===== src/rtl/cfm_pkg.sv =====
// Shared types and helpers for the clock frequency monitor.
// Assumes offsets are always carried as 8-bit two's-complement values.
package cfm_pkg;
    localparam int OFF_W = 8;
    typedef logic signed [OFF_W-1:0] off_t;

    // Clamp a wide signed difference into the 8-bit offset range.
    function automatic off_t sat_off(input logic signed [31:0] d);
        if (d > 32'sd127)
            return 8'sd127;
        else if (d < -32'sd128)
            return -8'sd128;
        else
            return off_t'(d[OFF_W-1:0]);
    endfunction
endpackage


===== src/rtl/cfm_sync_rise.sv =====
// Two-flop synchronizer plus rising-edge detector for W independent bits.
// Assumes each input bit stays high and low for at least one clk period.
module cfm_sync_rise #(
    parameter int W = 1
) (
    input  logic         clk,
    input  logic         rst_n,
    input  logic [W-1:0] d_i,
    output logic [W-1:0] rise_o
);
    logic [W-1:0] s1_q, s2_q, s3_q;

    // Move the raw levels into the clk domain and keep one older sample.
    always_ff @(posedge clk) begin
        if (!rst_n) begin
            s1_q <= '0;
            s2_q <= '0;
            s3_q <= '0;
        end else begin
            s1_q <= d_i;
            s2_q <= s1_q;
            s3_q <= s2_q;
        end
    end

    assign rise_o = s2_q & ~s3_q;
endmodule


===== src/rtl/cfm_gate_timer.sv =====
// Counts rising edges of the selected reference and pulses gate_end_o for
// one cycle after every GATE_REF-th edge. Assumes GATE_REF >= 2.
module cfm_gate_timer #(
    parameter int GATE_REF = 1000
) (
    input  logic clk,
    input  logic rst_n,
    input  logic ref_mst_i,
    input  logic ref_dpll_i,
    input  logic ref_sel_i,
    output logic gate_end_o
);
    localparam int GC_W = $clog2(GATE_REF);

    logic [1:0]      ref_rise;
    logic            tick;
    logic [GC_W-1:0] cnt_q;

    cfm_sync_rise #(.W(2)) u_ref_sync (
        .clk    (clk),
        .rst_n  (rst_n),
        .d_i    ({ref_dpll_i, ref_mst_i}),
        .rise_o (ref_rise)
    );

    assign tick = ref_sel_i ? ref_rise[1] : ref_rise[0];

    // Advance the reference edge count and flag the close of each window.
    always_ff @(posedge clk) begin
        if (!rst_n) begin
            cnt_q      <= '0;
            gate_end_o <= 1'b0;
        end else begin
            gate_end_o <= 1'b0;
            if (tick) begin
                if (cnt_q == GC_W'(GATE_REF - 1)) begin
                    cnt_q      <= '0;
                    gate_end_o <= 1'b1;
                end else begin
                    cnt_q <= cnt_q + 1'b1;
                end
            end
        end
    end

    // the edge count never passes the window length
    a_r1_cnt_range: assert property (@(posedge clk) disable iff (!rst_n)
        cnt_q <= GC_W'(GATE_REF - 1));

    // a window close is a single-cycle pulse
    a_r1_single_pulse: assert property (@(posedge clk) disable iff (!rst_n)
        gate_end_o |=> !gate_end_o);
endmodule


===== src/rtl/cfm_chan_meter.sv =====
// One channel: counts input rising edges per window, stores the saturated
// offset against NOM_CNT and runs the hard alarm with hold-on-equal.
// Assumes rise_i is a single-cycle pulse in the clk domain.
module cfm_chan_meter
    import cfm_pkg::*;
#(
    parameter int NOM_CNT = 1000,
    parameter int CNT_W   = 12
) (
    input  logic       clk,
    input  logic       rst_n,
    input  logic       rise_i,
    input  logic       gate_end_i,
    input  logic       hard_en_i,
    input  logic [3:0] thr_code_i,
    input  logic [3:0] scale_i,
    output logic [7:0] off_o,
    output logic       alarm_o
);
    logic [CNT_W-1:0]   cnt_q;
    logic [CNT_W:0]     total;
    logic signed [31:0] diff;
    off_t               off_now, off_q;
    logic [8:0]         mag;
    logic [12:0]        ppm, thr;
    logic               alarm_q;

    // Form the offset, its magnitude and both ppm values for this window.
    always_comb begin
        total   = {1'b0, cnt_q} + (CNT_W+1)'(rise_i);
        diff    = $signed({{(31-CNT_W){1'b0}}, total}) - NOM_CNT;
        off_now = sat_off(diff);
        mag     = off_now[7] ? (9'd0 - {1'b1, off_now}) : {1'b0, off_now};
        ppm     = 13'(mag) * 13'(scale_i);
        thr     = 13'(5'(thr_code_i) + 5'd1) * 13'(scale_i);
    end

    // Count edges, latch the offset and update the alarm at each window close.
    always_ff @(posedge clk) begin
        if (!rst_n) begin
            cnt_q   <= '0;
            off_q   <= '0;
            alarm_q <= 1'b0;
        end else if (gate_end_i) begin
            cnt_q <= '0;
            off_q <= off_now;
            if (!hard_en_i)
                alarm_q <= 1'b0;
            else if (ppm > thr)
                alarm_q <= 1'b1;
            else if (ppm < thr)
                alarm_q <= 1'b0;
        end else if (rise_i && (cnt_q != '1)) begin
            cnt_q <= cnt_q + 1'b1;
        end
    end

    assign off_o   = off_q;
    assign alarm_o = alarm_q;

    // a disabled alarm is low after a window close
    a_r6_disabled_clear: assert property (@(posedge clk) disable iff (!rst_n)
        (gate_end_i && !hard_en_i) |=> !alarm_q);

    // the alarm moves only at a window close
    a_r5_gate_only: assert property (@(posedge clk) disable iff (!rst_n)
        !gate_end_i |=> $stable(alarm_q));

    // the stored offset moves only at a window close
    a_r2_off_gate_only: assert property (@(posedge clk) disable iff (!rst_n)
        !gate_end_i |=> $stable(off_q));
endmodule


===== src/rtl/cfm_edge_window.sv =====
// Edge-interval check for a low-rate input: every edge after the first is
// judged against EDGE_PER +/- EDGE_PER/20 clk cycles. Assumes EDGE_PER >= 20.
module cfm_edge_window #(
    parameter int EDGE_PER = 12500
) (
    input  logic clk,
    input  logic rst_n,
    input  logic rise_i,
    input  logic noise_en_i,
    output logic bad_o
);
    localparam int TOL  = EDGE_PER / 20;
    localparam int LO   = EDGE_PER - TOL;
    localparam int HI   = EDGE_PER + TOL;
    localparam int IV_W = $clog2(HI + 2) + 1;

    logic [IV_W-1:0] cnt_q;
    logic [IV_W:0]   ivl;
    logic            seen_q, bad_q;

    assign ivl = {1'b0, cnt_q} + (IV_W+1)'(1);

    // Time the gap between edges and judge it against the band.
    always_ff @(posedge clk) begin
        if (!rst_n) begin
            cnt_q  <= '0;
            seen_q <= 1'b0;
            bad_q  <= 1'b0;
        end else begin
            if (rise_i) begin
                cnt_q  <= '0;
                seen_q <= 1'b1;
            end else if (cnt_q != '1) begin
                cnt_q <= cnt_q + 1'b1;
            end
            if (!noise_en_i)
                bad_q <= 1'b0;
            else if (rise_i && seen_q)
                bad_q <= (ivl < (IV_W+1)'(LO)) || (ivl > (IV_W+1)'(HI));
        end
    end

    assign bad_o = bad_q;

    // with the monitor off the flag is cleared
    a_r9_off_clears: assert property (@(posedge clk) disable iff (!rst_n)
        !noise_en_i |=> !bad_q);

    // the flag changes only on an input edge
    a_r8_edge_only: assert property (@(posedge clk) disable iff (!rst_n)
        (noise_en_i && !rise_i) |=> $stable(bad_q));
endmodule


===== src/rtl/clk_freq_watch.sv =====
// Top of the multi-input frequency monitor: syncs the inputs, shares one
// gate timer, runs one meter per channel, adds the edge check on low-rate
// channels and muxes one offset out. Assumes NUM_IN <= 16.
module clk_freq_watch #(
    parameter int                NUM_IN       = 14,
    parameter int                GATE_REF     = 1000,
    parameter int                NOM_CNT      = 1000,
    parameter int                EDGE_PER     = 12500,
    parameter logic [NUM_IN-1:0] LOWRATE_MASK = NUM_IN'(3)
) (
    input  logic              clk,
    input  logic              rst_n,
    input  logic              ref_mst_i,
    input  logic              ref_dpll_i,
    input  logic              ref_sel_i,
    input  logic [NUM_IN-1:0] clk_in_i,
    input  logic              hard_en_i,
    input  logic [3:0]        thr_code_i,
    input  logic [3:0]        scale_i,
    input  logic              noise_en_i,
    input  logic [3:0]        rd_sel_i,
    output logic [7:0]        rd_val_o,
    output logic [NUM_IN-1:0] alarm_o,
    output logic [NUM_IN-1:0] qual_o
);
    localparam int CNT_W = $clog2(NOM_CNT + 129) + 1;

    logic [NUM_IN-1:0] in_rise;
    logic [NUM_IN-1:0] bad_w;
    logic [7:0]        off_w [NUM_IN];
    logic              gate_end;

    cfm_sync_rise #(.W(NUM_IN)) u_in_sync (
        .clk    (clk),
        .rst_n  (rst_n),
        .d_i    (clk_in_i),
        .rise_o (in_rise)
    );

    cfm_gate_timer #(.GATE_REF(GATE_REF)) u_gate (
        .clk        (clk),
        .rst_n      (rst_n),
        .ref_mst_i  (ref_mst_i),
        .ref_dpll_i (ref_dpll_i),
        .ref_sel_i  (ref_sel_i),
        .gate_end_o (gate_end)
    );

    for (genvar g = 0; g < NUM_IN; g++) begin : g_ch
        cfm_chan_meter #(.NOM_CNT(NOM_CNT), .CNT_W(CNT_W)) u_meter (
            .clk        (clk),
            .rst_n      (rst_n),
            .rise_i     (in_rise[g]),
            .gate_end_i (gate_end),
            .hard_en_i  (hard_en_i),
            .thr_code_i (thr_code_i),
            .scale_i    (scale_i),
            .off_o      (off_w[g]),
            .alarm_o    (alarm_o[g])
        );

        if (LOWRATE_MASK[g]) begin : g_low
            cfm_edge_window #(.EDGE_PER(EDGE_PER)) u_win (
                .clk        (clk),
                .rst_n      (rst_n),
                .rise_i     (in_rise[g]),
                .noise_en_i (noise_en_i),
                .bad_o      (bad_w[g])
            );
        end else begin : g_fast
            assign bad_w[g] = 1'b0;
        end
    end

    assign qual_o = ~(alarm_o | bad_w);

    // Return the offset of the selected channel, zero when out of range.
    always_comb begin
        rd_val_o = '0;
        for (int i = 0; i < NUM_IN; i++)
            if (rd_sel_i == 4'(i))
                rd_val_o = off_w[i];
    end
endmodule


===== config.mk =====
export PLATFORM = sky130hd
export DESIGN_NAME = clk_freq_watch
export DESIGN_NICKNAME = d
export VERILOG_FILES = /design/src/rtl/cfm_pkg.sv /design/src/rtl/cfm_sync_rise.sv /design/src/rtl/cfm_gate_timer.sv /design/src/rtl/cfm_chan_meter.sv /design/src/rtl/cfm_edge_window.sv /design/src/rtl/clk_freq_watch.sv
export SDC_FILE = /design/constraint.sdc
export NUM_CORES = 2
export LEC_CHECK = 0
export BUFFER_PORTS_ARGS = -buffer_cell sky130_fd_sc_hd__buf_2
export CELL_PAD_IN_SITES_DETAIL_PLACEMENT = 2
export CELL_PAD_IN_SITES_GLOBAL_PLACEMENT = 2
export CORE_UTILIZATION = 35
export CTS_BUF_LIST = sky130_fd_sc_hd__clkbuf_16
export CTS_CLUSTER_SIZE = 14
export DETAILED_ROUTE_END_ITERATION = 8
export MAX_ROUTING_LAYER = met4
export PLACE_DENSITY_LB_ADDON = 0.1
export SLEW_MARGIN = 15
export SYNTH_ARGS = -nofsm -noshare
export SYNTH_HDL_FRONTEND = slang
export SYNTH_SLANG_ARGS = --single-unit

===== constraint.sdc =====
create_clock -name clk -period 7.2 [get_ports clk]
set_clock_uncertainty 0.05 [all_clocks]
set_input_delay 0.72 -clock clk [delete_from_list [all_inputs] [get_ports clk]]
set_output_delay 0.72 -clock clk [all_outputs]
set_load 0.01 [all_outputs]

==> flow_summary_export.csv <==
group,metric,value,unit
worst_setup_path,required,7.68,ns
worst_setup_path,path_delay_family,"compound AO/OA/AOI/OAI gates",
route,vias,38610,
yosys,avgSynthCellArea,7.819,um2
timing,finalMaxSlewViolations,0,
clocking,h-tree-depth,2,
yosys,ys_types,98,
clocking,insertion_delay,0.66,ns
clocking,clk_pin_slew,0.06,ns
yosys,netlist_area,41390,um2
placement,dp.final_hpwl,114200,um
min_path,holdCritPathClass,"in -> reg",
worst_setup_path,ff2ff_setup_slack,0.31,ns
worst_setup_path,critPathCapture,"g_ch[11].u_meter.alarm_o$_SDFFE_PN0P_",
yosys,synth_top_area_share,0.1872,
worst_setup_path,cp_slowest_cell,"fa_1",
timing,period_minus_slack,6.892,ns
global_routing,grt_antenna_before_repair,4,
worst_setup_path,cp_num_buf_inv,2,
final_layout,finalNetCount,6070,
worst_setup_path,cp.arrival,7.37,ns
global_routing,overflow,0,
yosys,synth-seq-cells,387,
die,ios,69,
placement,gp_congestion,0.8306,
final_layout,syn_to_final_growth,13.41,%
die,core-area,116700,um2
yosys,ys_seq_area_frac,0.1872,
yosys,synthTopCellsByCount,"564 x nor2_1, 455 x ha_1, 407 x inv_1, 395 x a21oi_1, 387 x dfxtp_1",
power,fin_total_pwr,6.283,mW
worst_setup_path,cp.depth,29,
clocking,clock-sinks,387,
timing,clock.fmax,145.1,MHz
worst_setup_path,r2r_end,"g_ch[11].u_meter.alarm_o$_SDFFE_PN0P_",
route,viasPerCell,5.552,
power,p_leak,20.56,nW
final_layout,stdcell_count,6954,
die,die_h,345.9,um
die,rows,125,
status,status,"complete, no violations",
final_layout,finalInstanceArea,46940,um2
yosys,ys.flop_type,"dfxtp_1",
clocking,clk_path_buf_depth,3,
worst_setup_path,cp_max_fo,5,
timing,worst_pin_slew,1.074,ns
yosys,yosysWarnings,0,
global_routing,grt_pass1_wl,237800,um
yosys,synth_area_leaders,"dfxtp_1 19%, ha_1 14%, fa_1 9.8%, nor2_1 5.1%, a21oi_1 4.8%",
die,die_area,119600,um2
worst_setup_path,path_class,"reg -> reg",
timing,final-hold-violation-count,0,
worst_setup_path,cp-end-kind,"flip-flop",
clocking,cts_tree,"built",
timing,tns,0,ns
global_routing,grt_max_degree,145,
yosys,synth_area_leader_cell,"dfxtp_1",
timing,relSlewSlack,0.2832,
power,vdd_drop_max,0.0001666,V
placement,dp_cells,6814,
flow_run,cap_violations,0,
global_routing,grt_pass1_vias,42060,
clocking,cts_inserted_buffers,55,
timing,hold-worst-slack,0.2252,ns
power,power.density,133.9,nW/um2
die,start_util,0.3547,
yosys,synth.most_common_cell,"nor2_1",
yosys,async_flop_share,0,
placement,placed_area,44040,um2
die,die_x,345.9,um
worst_setup_path,r2r_cells,29,
route,drtIter0Drc,1303,
final_layout,layout-drive-gt1-share,0.1075,
yosys,synth_cells,5293,
clocking,clock-root-buffer,"clkbuf_16",
placement,numPortBuffers,68,
worst_setup_path,timing.rr.start,"u_in_sync.s2_q[11]$_SDFF_PN0_",
route,drc,0,
timing,setup_viol,0,
route,ant_nets,0,
timing,finalCritPeriodShare,0.9572,
global_routing,grt_usage,0.2549,
yosys,synth_edf_count,0,
route,drt_first_pass_iters,4,
route,wl,150600,um
route,wl_per_cell,21.65,um
worst_setup_path,startpoint,"u_in_sync.s2_q[11]$_SDFF_PN0_",
clocking,postCtsHoldBufs,0,
worst_setup_path,max_stage_delay,0.53,ns
worst_setup_path,start_kind,"flip-flop",
where the power goes:
| group | switching, mW | internal (mW) |
|---|---|---|
| Clock | 1.18 | 1.75 |
| Combinational | 0.762 | 0.410 |
| Sequential | 0.0188 | 2.16 |
| Total | 1.96 | 4.32 |
through the flow:
| stage | utilization | worst slack (ns) |
|---|---|---|
| 2_1_floorplan | - | 0.3557 |
| 3_3_place_gp | 0.3775 | 0.08298 |
| 3_5_place_dp | 0.3775 | -0.09426 |
| 4_1_cts | 0.3943 | 0.01081 |
| 5_1_grt | 0.4022 | -0.04396 |
| 6_report | 0.4023 | 0.3083 |
area by class of cell:
| type | count | area, um2 |
|---|---|---|
| flip-flops and latches | 387 | 7751 |
| inverters | 409 | 1535 |
| fillers | 13400 | 69740 |
| multi-input cells | 4254 | 31920 |
| clock inverters | 45 | 460.4 |
| clock buffers | 57 | 1426 |
| well taps | 1524 | 1907 |
| repair buffers | 273 | 1928 |
| diodes | 5 | 12.51 |
cells by family after synthesis:
logic type,share of synthesized area
XOR/XNOR,0.08000
other,0.0001815
flip-flops,0.1872
adder cells (fa/ha/maj),0.2353
AO/OA/AOI/OAI,0.1783
AND/OR/NAND/NOR,0.2314
buffers and inverters,0.06669
multiplexers,0.02104
layout by cell type, fill, tap and decap left out, types with 57 or more instances in the layout:
cell,instances
fa_1,201
nor2_1,557
o21ai_0,251
nand2_1,340
clkbuf_16,57
dfxtp_1,386
ha_1,429
a21oi_1,367
nor3_1,149
buf_4,204
nand2b_1,63
inv_1,407
nand3_1,134
or3_1,63
nand4_1,73
and2_1,263
xor2_1,183
xnor2_1,188
buf_2,65
layer usage:
| metal | share of wire | wire [um] | vias up | GRT usage |
|---|---|---|---|---|
| met4 | 0.028 | 4159 | 0 | 0.06866 |
| met3 | 0.020 | 2963 | 189 | 0.02125 |
| met2 | 0.50 | 74900 | 323 | 0.4496 |
| met1 | 0.46 | 68560 | 19660 | 0.3098 |
| li1 | - | - | 18440 | - |
| met5 | 0 | 0 | - | - |
how the worst min path moves through the flow:
stage	from	to	slack [ns]	cells after the start
finish	clk_in_i[11]	u_in_sync.s1_q[11]$_SDFF_PN0_	0.23	2
global route	clk_in_i[11]	u_in_sync.s1_q[11]$_SDFF_PN0_	0.21	2
CTS	clk_in_i[11]	u_in_sync.s1_q[11]$_SDFF_PN0_	0.18	2
detailed placement	u_in_sync.s1_q[13]$_SDFF_PN0_	u_in_sync.s2_q[13]$_SDFF_PN0_	0.37	1
global placement	u_gate.u_ref_sync.s1_q[0]$_SDFF_PN0_	u_gate.u_ref_sync.s2_q[0]$_SDFF_PN0_	0.37	1
floorplan	u_gate.u_ref_sync.s1_q[0]$_SDFF_PN0_	u_gate.u_ref_sync.s2_q[0]$_SDFF_PN0_	0.36	1
sequential cells by signal (all words and copies together) (netlist names):
name                     cells
g_ch.u_meter.cnt_q         168
g_ch.u_meter.off_o         112
g_ch.g_low.u_win.cnt_q      30
g_ch.u_meter.alarm_o        14
u_in_sync.s1_q              14
u_in_sync.s2_q              14
u_in_sync.s3_q              14
u_gate.cnt_q                10
g_ch.g_low.u_win.bad_o       2
g_ch.g_low.u_win.seen_q      2
u_gate.u_ref_sync.s1_q       2
u_gate.u_ref_sync.s2_q       2
u_gate.u_ref_sync.s3_q       2
u_gate.gate_end_o            1
worst register-to-register path: cells and delay by family, from the launching register on:
family / cells / cell delay (ns)
AOI/OAI and AO/OA: 11 / 2.62
adders and majority gates: 6 / 2.26
and+or+nand+nor: 8 / 1.09
DFF: 1 / 0.30
xor gates and xnor gates: 2 / 0.24
buffers and inverters: 2 / 0.20
repair_timing:
action                     in CTS  in global routing
gates cloned                    0                  0
setup endpoints to repair       7                 14
resized for setup              16                170
buffers inserted                1                 32
pin swaps                       1                 47
Power figures use the tool's default switching activity.
